## src/rtl/fsg_pkg.sv

```systemverilog
package fsg_pkg;

    typedef enum logic [2:0] {
        M_READ   = 3'd0,
        M_PROG   = 3'd1,
        M_ERASE  = 3'd2,
        M_ESUSP  = 3'd3,
        M_ESPROG = 3'd4,
        M_FAIL   = 3'd5
    } fsg_mode_e;

    typedef enum logic [2:0] {
        C_NOP    = 3'd0,
        C_PROG   = 3'd1,
        C_ERASE  = 3'd2,
        C_SUSP   = 3'd3,
        C_RESUME = 3'd4,
        C_RESET  = 3'd5
    } fsg_cmd_e;

    typedef struct packed {
        fsg_mode_e  mode;
        logic       mode_tog;
        logic       sec_tog;
        logic       fail_ret;
        logic [7:0] dq;
    } fsg_state_t;

endpackage

```

## src/rtl/fsg_rd_edge.sv

```systemverilog
module fsg_rd_edge (
    input  logic clk,
    input  logic rst_n,
    input  logic oe_i,
    input  logic ce_i,
    output logic start_o
);
    logic act;
    logic act_d, act_q;

    always_comb begin
        act     = oe_i & ce_i;
        act_d   = act;
        start_o = act & ~act_q;
    end

    always_ff @(posedge clk or negedge rst_n) begin
        if (!rst_n) act_q <= 1'b0;
        else        act_q <= act_d;
    end
endmodule

```

## src/rtl/fsg_pulse_ctr.sv

```systemverilog
module fsg_pulse_ctr #(
    parameter int DUR   = 6,
    parameter int LIMIT = 40
) (
    input  logic clk,
    input  logic rst_n,
    input  logic clr_i,
    input  logic halt_i,
    input  logic run_i,
    output logic done_o,
    output logic expire_o
);
    localparam int CNT_W = $clog2(LIMIT + 1);

    logic [CNT_W-1:0] cnt_d, cnt_q, cnt_inc;
    logic             halt_d, halt_q;

    always_comb begin
        cnt_inc  = cnt_q + CNT_W'(1);
        done_o   = run_i & ~halt_q & (cnt_inc == CNT_W'(DUR));
        expire_o = run_i & ~done_o & (cnt_inc == CNT_W'(LIMIT));
        cnt_d    = cnt_q;
        halt_d   = halt_q;
        if (clr_i) begin
            cnt_d  = '0;
            halt_d = halt_i;
        end else if (run_i && cnt_q != CNT_W'(LIMIT)) begin
            cnt_d = cnt_inc;
        end
    end

    always_ff @(posedge clk or negedge rst_n) begin
        if (!rst_n) begin
            cnt_q  <= '0;
            halt_q <= 1'b0;
        end else begin
            cnt_q  <= cnt_d;
            halt_q <= halt_d;
        end
    end
endmodule

```

## src/rtl/flash_status_gen.sv

```systemverilog
module flash_status_gen
    import fsg_pkg::*;
#(
    parameter int NUM_SEC      = 8,
    parameter int PROG_CYCLES  = 6,
    parameter int ERASE_CYCLES = 20,
    parameter int PULSE_LIMIT  = 40,
    localparam int SEC_W       = $clog2(NUM_SEC)
) (
    input  logic               clk,
    input  logic               rst_n,
    input  logic               oe_i,
    input  logic               ce_i,
    input  logic [SEC_W-1:0]   rd_sec_i,
    input  logic [7:0]         array_i,
    input  logic               cmd_we_i,
    input  logic [2:0]         cmd_op_i,
    input  logic [NUM_SEC-1:0] erase_sel_i,
    input  logic               prog_conflict_i,
    output logic [7:0]         dq_o
);
    fsg_state_t         st_d, st_q;
    logic [NUM_SEC-1:0] sel_d, sel_q;
    fsg_cmd_e           cmd;
    logic               rd_start;
    logic               p_clr, p_run, p_done, p_exp;
    logic               e_clr, e_run, e_done, e_exp;
    logic               sel_hit, mt_flip, st_flip, show_array;

    assign cmd = cmd_we_i ? fsg_cmd_e'(cmd_op_i) : C_NOP;

    fsg_rd_edge u_rd_edge (
        .clk    (clk),
        .rst_n  (rst_n),
        .oe_i   (oe_i),
        .ce_i   (ce_i),
        .start_o(rd_start)
    );

    fsg_pulse_ctr #(.DUR(PROG_CYCLES), .LIMIT(PULSE_LIMIT)) u_prog_ctr (
        .clk     (clk),
        .rst_n   (rst_n),
        .clr_i   (p_clr),
        .halt_i  (prog_conflict_i),
        .run_i   (p_run),
        .done_o  (p_done),
        .expire_o(p_exp)
    );

    fsg_pulse_ctr #(.DUR(ERASE_CYCLES), .LIMIT(PULSE_LIMIT)) u_erase_ctr (
        .clk     (clk),
        .rst_n   (rst_n),
        .clr_i   (e_clr),
        .halt_i  (1'b0),
        .run_i   (e_run),
        .done_o  (e_done),
        .expire_o(e_exp)
    );

    always_comb begin
        st_d  = st_q;
        sel_d = sel_q;
        p_run = (st_q.mode == M_PROG) || (st_q.mode == M_ESPROG);
        e_run = (st_q.mode == M_ERASE);
        p_clr = 1'b0;
        e_clr = 1'b0;

        // read path: toggles and the byte driven onto the bus
        sel_hit    = sel_q[rd_sec_i];
        mt_flip    = p_run || e_run || (st_q.mode == M_FAIL);
        st_flip    = sel_hit && ((st_q.mode == M_ERASE) || (st_q.mode == M_ESUSP));
        show_array = (st_q.mode == M_READ) || ((st_q.mode == M_ESUSP) && !sel_hit);
        if (rd_start) begin
            st_d.mode_tog = st_q.mode_tog ^ mt_flip;
            st_d.sec_tog  = st_q.sec_tog ^ st_flip;
            if (show_array) st_d.dq = array_i;
            else st_d.dq = {st_q.mode == M_ESUSP, st_d.mode_tog, st_q.mode == M_FAIL,
                            2'b00, st_d.sec_tog, 2'b00};
        end

        // mode path: completion and timeout before commands
        case (st_q.mode)
            M_READ: begin
                if (cmd == C_PROG) begin
                    st_d.mode = M_PROG;
                    p_clr     = 1'b1;
                end else if (cmd == C_ERASE) begin
                    st_d.mode = M_ERASE;
                    sel_d     = erase_sel_i;
                    e_clr     = 1'b1;
                end
            end
            M_PROG: begin
                if (p_done) st_d.mode = M_READ;
                else if (p_exp) begin
                    st_d.mode     = M_FAIL;
                    st_d.fail_ret = 1'b0;
                end
            end
            M_ERASE: begin
                if (e_done) begin
                    st_d.mode = M_READ;
                    sel_d     = '0;
                end else if (e_exp) begin
                    st_d.mode     = M_FAIL;
                    st_d.fail_ret = 1'b0;
                end else if (cmd == C_SUSP) st_d.mode = M_ESUSP;
            end
            M_ESUSP: begin
                if (cmd == C_PROG) begin
                    st_d.mode = M_ESPROG;
                    p_clr     = 1'b1;
                end else if (cmd == C_RESUME) st_d.mode = M_ERASE;
            end
            M_ESPROG: begin
                if (p_done) st_d.mode = M_ESUSP;
                else if (p_exp) begin
                    st_d.mode     = M_FAIL;
                    st_d.fail_ret = 1'b1;
                end
            end
            M_FAIL: begin
                if (cmd == C_RESET) st_d.mode = st_q.fail_ret ? M_ESUSP : M_READ;
            end
            default: st_d.mode = M_READ;
        endcase
    end

    always_ff @(posedge clk or negedge rst_n) begin
        if (!rst_n) begin
            st_q  <= '{mode: M_READ, mode_tog: 1'b0, sec_tog: 1'b0,
                       fail_ret: 1'b0, dq: 8'h00};
            sel_q <= '0;
        end else begin
            st_q  <= st_d;
            sel_q <= sel_d;
        end
    end

    assign dq_o = st_q.dq;
endmodule

```

## config.mk

```make
export PLATFORM = sky130hd
export DESIGN_NAME = flash_status_gen
export DESIGN_NICKNAME = d
export VERILOG_FILES = /design/src/rtl/fsg_pkg.sv /design/src/rtl/fsg_rd_edge.sv /design/src/rtl/fsg_pulse_ctr.sv /design/src/rtl/flash_status_gen.sv
export SDC_FILE = /design/constraint.sdc
export NUM_CORES = 1
export LEC_CHECK = 0
export CAP_MARGIN = 20
export CORE_ASPECT_RATIO = 0.8
export CORE_MARGIN = 2
export CORE_UTILIZATION = 35
export DETAILED_ROUTE_END_ITERATION = 8
export PLACE_DENSITY = 0.57
export REMOVE_ABC_BUFFERS = 1
export SLEW_MARGIN = 20
export SYNTH_ARGS = -nofsm -noshare
export SYNTH_HDL_FRONTEND = slang
export SYNTH_SLANG_ARGS = --single-unit
```

## constraint.sdc

```tcl
create_clock -name clk -period 2.22 [get_ports clk]
set_clock_uncertainty 0.2 [all_clocks]
set_input_delay 0.444 -clock clk [delete_from_list [all_inputs] [get_ports clk]]
set_output_delay 0.444 -clock clk [all_outputs]
set_load 0.1 [all_outputs]
```

==> out/results.md <==
| Parameter | Reported | Unit |
|:---|:---|:---|
| Count of boundary I/O pins | 36 | - |
| Most frequent standard cell in the layout excluding fill and tap cells | sky130_fd_sc_hd__buf_4 | - |
| Commonest cells after routing, fill and taps aside | 44 x sky130_fd_sc_hd__buf_4, 36 x sky130_fd_sc_hd__dfrtp_1, 26 x sky130_fd_sc_hd__nand2_1 | - |
| Overall Power | 0.00391 | W |
| Number of antenna violations at the first check in global routing | 0 | - |
| Overall die height | 78.1 | um |
| Mean cell area of the mapped netlist | 9.34 | sq um |
| Share of synthesized cell area in full adder, half adder and majority cells | 0.0365 | - |
| Period utilisation layout | 0.969 | - |
| Number of enable-type register cells in the synthesized netlist | 0 | - |
| Slew at the pin closest to its max-slew limit | 0.433 | ns |
| Max_slew headroom | 0.712 | - |
| Setup violation total in the final timing report | 0 | - |
| Number of design-rule violations left by the first detailed-router iteration | 137 | - |
| Total Negative Setup Slacks | 0 | ns |
| Proportion of layout cells with a drive suffix above 1 | 0.261 | - |
| Max-cap violations | 0 | - |
| Vias in the first global route | 1,991 | - |
| Aggregate routed wire length | 5800 | um |
| Dpl cell area | 2950 | sq um |
| Share of async-settable or async-resettable flops after synthesis | 1.00 | - |
| Outcome | finished clean | - |
| Number of vias per cell | 5.25 | - |
| Slew Limit Fails | 0 | - |
| Worst hold path type | flop to flop | - |
| Launching element type of the critical path | input port | - |
| Hold path depth | 1 | - |
| First-pass GRT wire length | 9760 | um |
| Cell count after synthesis | 257 | - |
| Largest net degree at the start of global routing | 21 | - |
| Diodes inserted | 0 | - |
| Overall fraction of global-route tracks in use | 0.161 | - |
| Multiplexer share of the synthesized area | 0.0360 | - |
| Die area | 7540 | sq um |
| Critical path class | input port to flop | - |
| Placed wire-length estimate after detailed placement | 4320 | um |
| Pre-Repair DR Iteration Count | 4 | - |
| Clock Latency Late Sink | 0.30 | ns |
| TritonCTS buffer count | 5 | - |
| Global route overflow | 0 | - |
| Avg WL per Cell | 14.6 | um |
| Clock tree from TritonCTS | yes | - |
| Post-route minimum period | 2.15 | ns |
| Htree depth | 2 | - |
| Area of the placeable core | 6510 | sq um |
| Data arrival time of the worst path | 2.13 | ns |
| Register clock-pin slew on the reported worst setup and hold paths | 0.08 | ns |
| Number of I/O port buffers | 35 | - |
| # fillers | 631 | - |
| Number of storage elements in the synthesis netlist | 36 | - |
| CTS Root Buffer Type | sky130_fd_sc_hd__clkbuf_8 | - |
| Clk buf depth | 2 | - |
| Data required time of the critical path | 2.20 | ns |
| Unrepaired setup endpoints after global routing | yes | - |
| Area added between synthesis and finish | 31.8 | % |
| Areal power density over the cells | 1240 | nW/um^2 |
| Cell area after synthesis | 2400 | sq um |
| Vias | 2,090 | - |
| Effective utilization at floorplan | 0.369 | - |
| Sequential element share of the synthesized area | 0.375 | - |
| Basic-gate share of the synthesized area counting and, or, nand and nor cells | 0.200 | - |
| Detail Route Antenna Nets | 0 | - |
| Final weighted congestion in routability-driven placement | 0.874 | - |
| Register Area | 901 | sq um |
| Primary flip-flop cell chosen by synthesis mapping | sky130_fd_sc_hd__dfrtp_1 | - |
| Die Span X | 96.6 | um |
| Critical-path maximum fanout | 8 | - |
| Max rail drop VDD | 0.000524 | V |
| TritonCTS Sinks | 36 | - |
| Largest family of logic cells by synthesized area | compound AO/OA/AOI/OAI gates | - |
| Number of core rows | 26 | - |
| Final Hold Violating Endpoints | 0 | - |
| Post-synthesis cell type count | 58 | - |
| Worst reg2reg path depth | 7 | - |
| Post-route cell area | 3170 | sq um |
| Combined area of the multi-input logic cells | 1380 | sq um |
| Leakage Power | 1.40 | nW |
| Fraction of the core area covered by cells at the end of the flow | 0.487 | - |
| # DRC | 0 | - |
| Share of the synthesized area in compound gates (AO/OA/AOI/OAI) | 0.209 | - |
| Critical path capture point type | flop | - |
| Synthesis warning total | 0 | - |
| Final net count | 348 | - |
| Max Fclk | 465 | MHz |
| Post-synthesis share of cell area spent on xor and xnor gates | 0.0615 | - |
path summary, 6_finish.rpt:
kind	endpoint	start	slack, ns
max in group asynchronous	u_erase_ctr.cnt_q[3]	rst_n	0.95
setup / recovery	sel_q[2]	cmd_op_i[0]	0.07
hold / removal	dq_o[2]	dq_o[2]	0.29
hold reg to reg	dq_o[2]	dq_o[2]	0.29
setup reg to reg	st_q[11]	u_prog_ctr.cnt_q[1]	0.08
min in group asynchronous	dq_o[7]	rst_n	0.41
sequential cells by signal, summed over array words and instances, names as in the netlist:
register / flops
u_prog_ctr.cnt_q: 6
sel_q: 8
dq_o: 8
st_q: 6
u_rd_edge.act_q: 1
u_prog_ctr.halt_q: 1
u_erase_ctr.cnt_q: 6
worst max-delay path, cell delays in order:
cell                              delay, ns
sky130_fd_sc_hd__clkdlybuf4s50_1       0.43
sky130_fd_sc_hd__or3b_4                0.40
sky130_fd_sc_hd__nor4b_4               0.29
sky130_fd_sc_hd__nor2_2                0.07
sky130_fd_sc_hd__or2_4                 0.29
sky130_fd_sc_hd__a22o_1                0.20
cells by family after synthesis:
kind of cell    Yosys count
xor+xnor                 16
fa+ha+maj                 7
buf+inv                  33
simple gates             91
mux                       4
compound gates           70
flops                    36
cells in the mapped netlist, drive strengths merged (2+ instances only):
library cell / number / area (sq um)
nand4: 5 / 31.3
o21ai: 16 / 80.1
buf: 17 / 129
nor2: 21 / 78.8
nand3: 5 / 35.0
nor3: 9 / 45.0
a31oi: 5 / 31.3
a22o: 13 / 114
clkbuf: 8 / 37.5
xnor2: 8 / 77.6
a311oi: 2 / 17.5
xor2: 8 / 70.1
a41oi: 2 / 17.5
a21oi: 8 / 40.0
or2: 3 / 18.8
and2: 4 / 25.0
ha: 7 / 87.6
a21o: 2 / 15.0
dfrtp: 36 / 901
nand2: 26 / 97.6
nor2b: 2 / 12.5
nor4b: 2 / 30.0
inv: 8 / 30.0
o21bai: 2 / 15.0
and3: 2 / 12.5
o31ai: 4 / 30.0
a211oi: 6 / 57.6
nor3b: 2 / 15.0
mux4: 2 / 52.6
or3: 3 / 20.0
per-stage QoR:
step | std cells | worst slack [ns] | hold WS (ns)
floorplan | 232 | -0.241 | -0.0516
global placement | 387 | -0.362 | 0.217
detailed placement | 387 | -0.398 | 0.213
CTS | 397 | 0.00745 | 0.300
global route | 398 | -0.0247 | 0.319
finish | 398 | 0.0687 | 0.290
layout make-up:
type,count,share of cell area
inverters,8,0.00949
well taps,84,0.0332
multi-input cells,188,0.436
flip-flops and latches,36,0.285
repair buffers,74,0.202
clock inverters,2,0.0111
clock buffers,6,0.0229
what timing repair did:
| item | 4_1_cts | 5_1_grt |
|---|---|---|
| resized for setup | 6 | 22 |
| cloned | 0 | 0 |
| hold buffers | 1 | 0 |
| hold endpoints to repair | 16 | 0 |
| buffers inserted | 1 | 1 |
| setup endpoints to repair | 19 | 12 |
| pin swaps | 2 | 8 |
power by group:
| group | switching, W | total (W) | internal [W] |
|---|---|---|---|
| clock network | 0.000250 | 0.000584 | 0.000333 |
| logic | 0.00133 | 0.00224 | 0.000903 |
| registers | 0.000209 | 0.00109 | 0.000882 |
metal layers:
| layer | up-vias | track usage | part of all wire |
|---|---|---|---|
| li1 | 1040 | - | - |
| met1 | 1002 | 0.236 | 0.50 |
| met2 | 43 | 0.237 | 0.44 |
| met3 | 5 | 0.0427 | 0.044 |
| met4 | 0 | 0.0366 | 0.012 |
| met5 | - | 0 | 0 |
(Power assumes the default switching activity.)
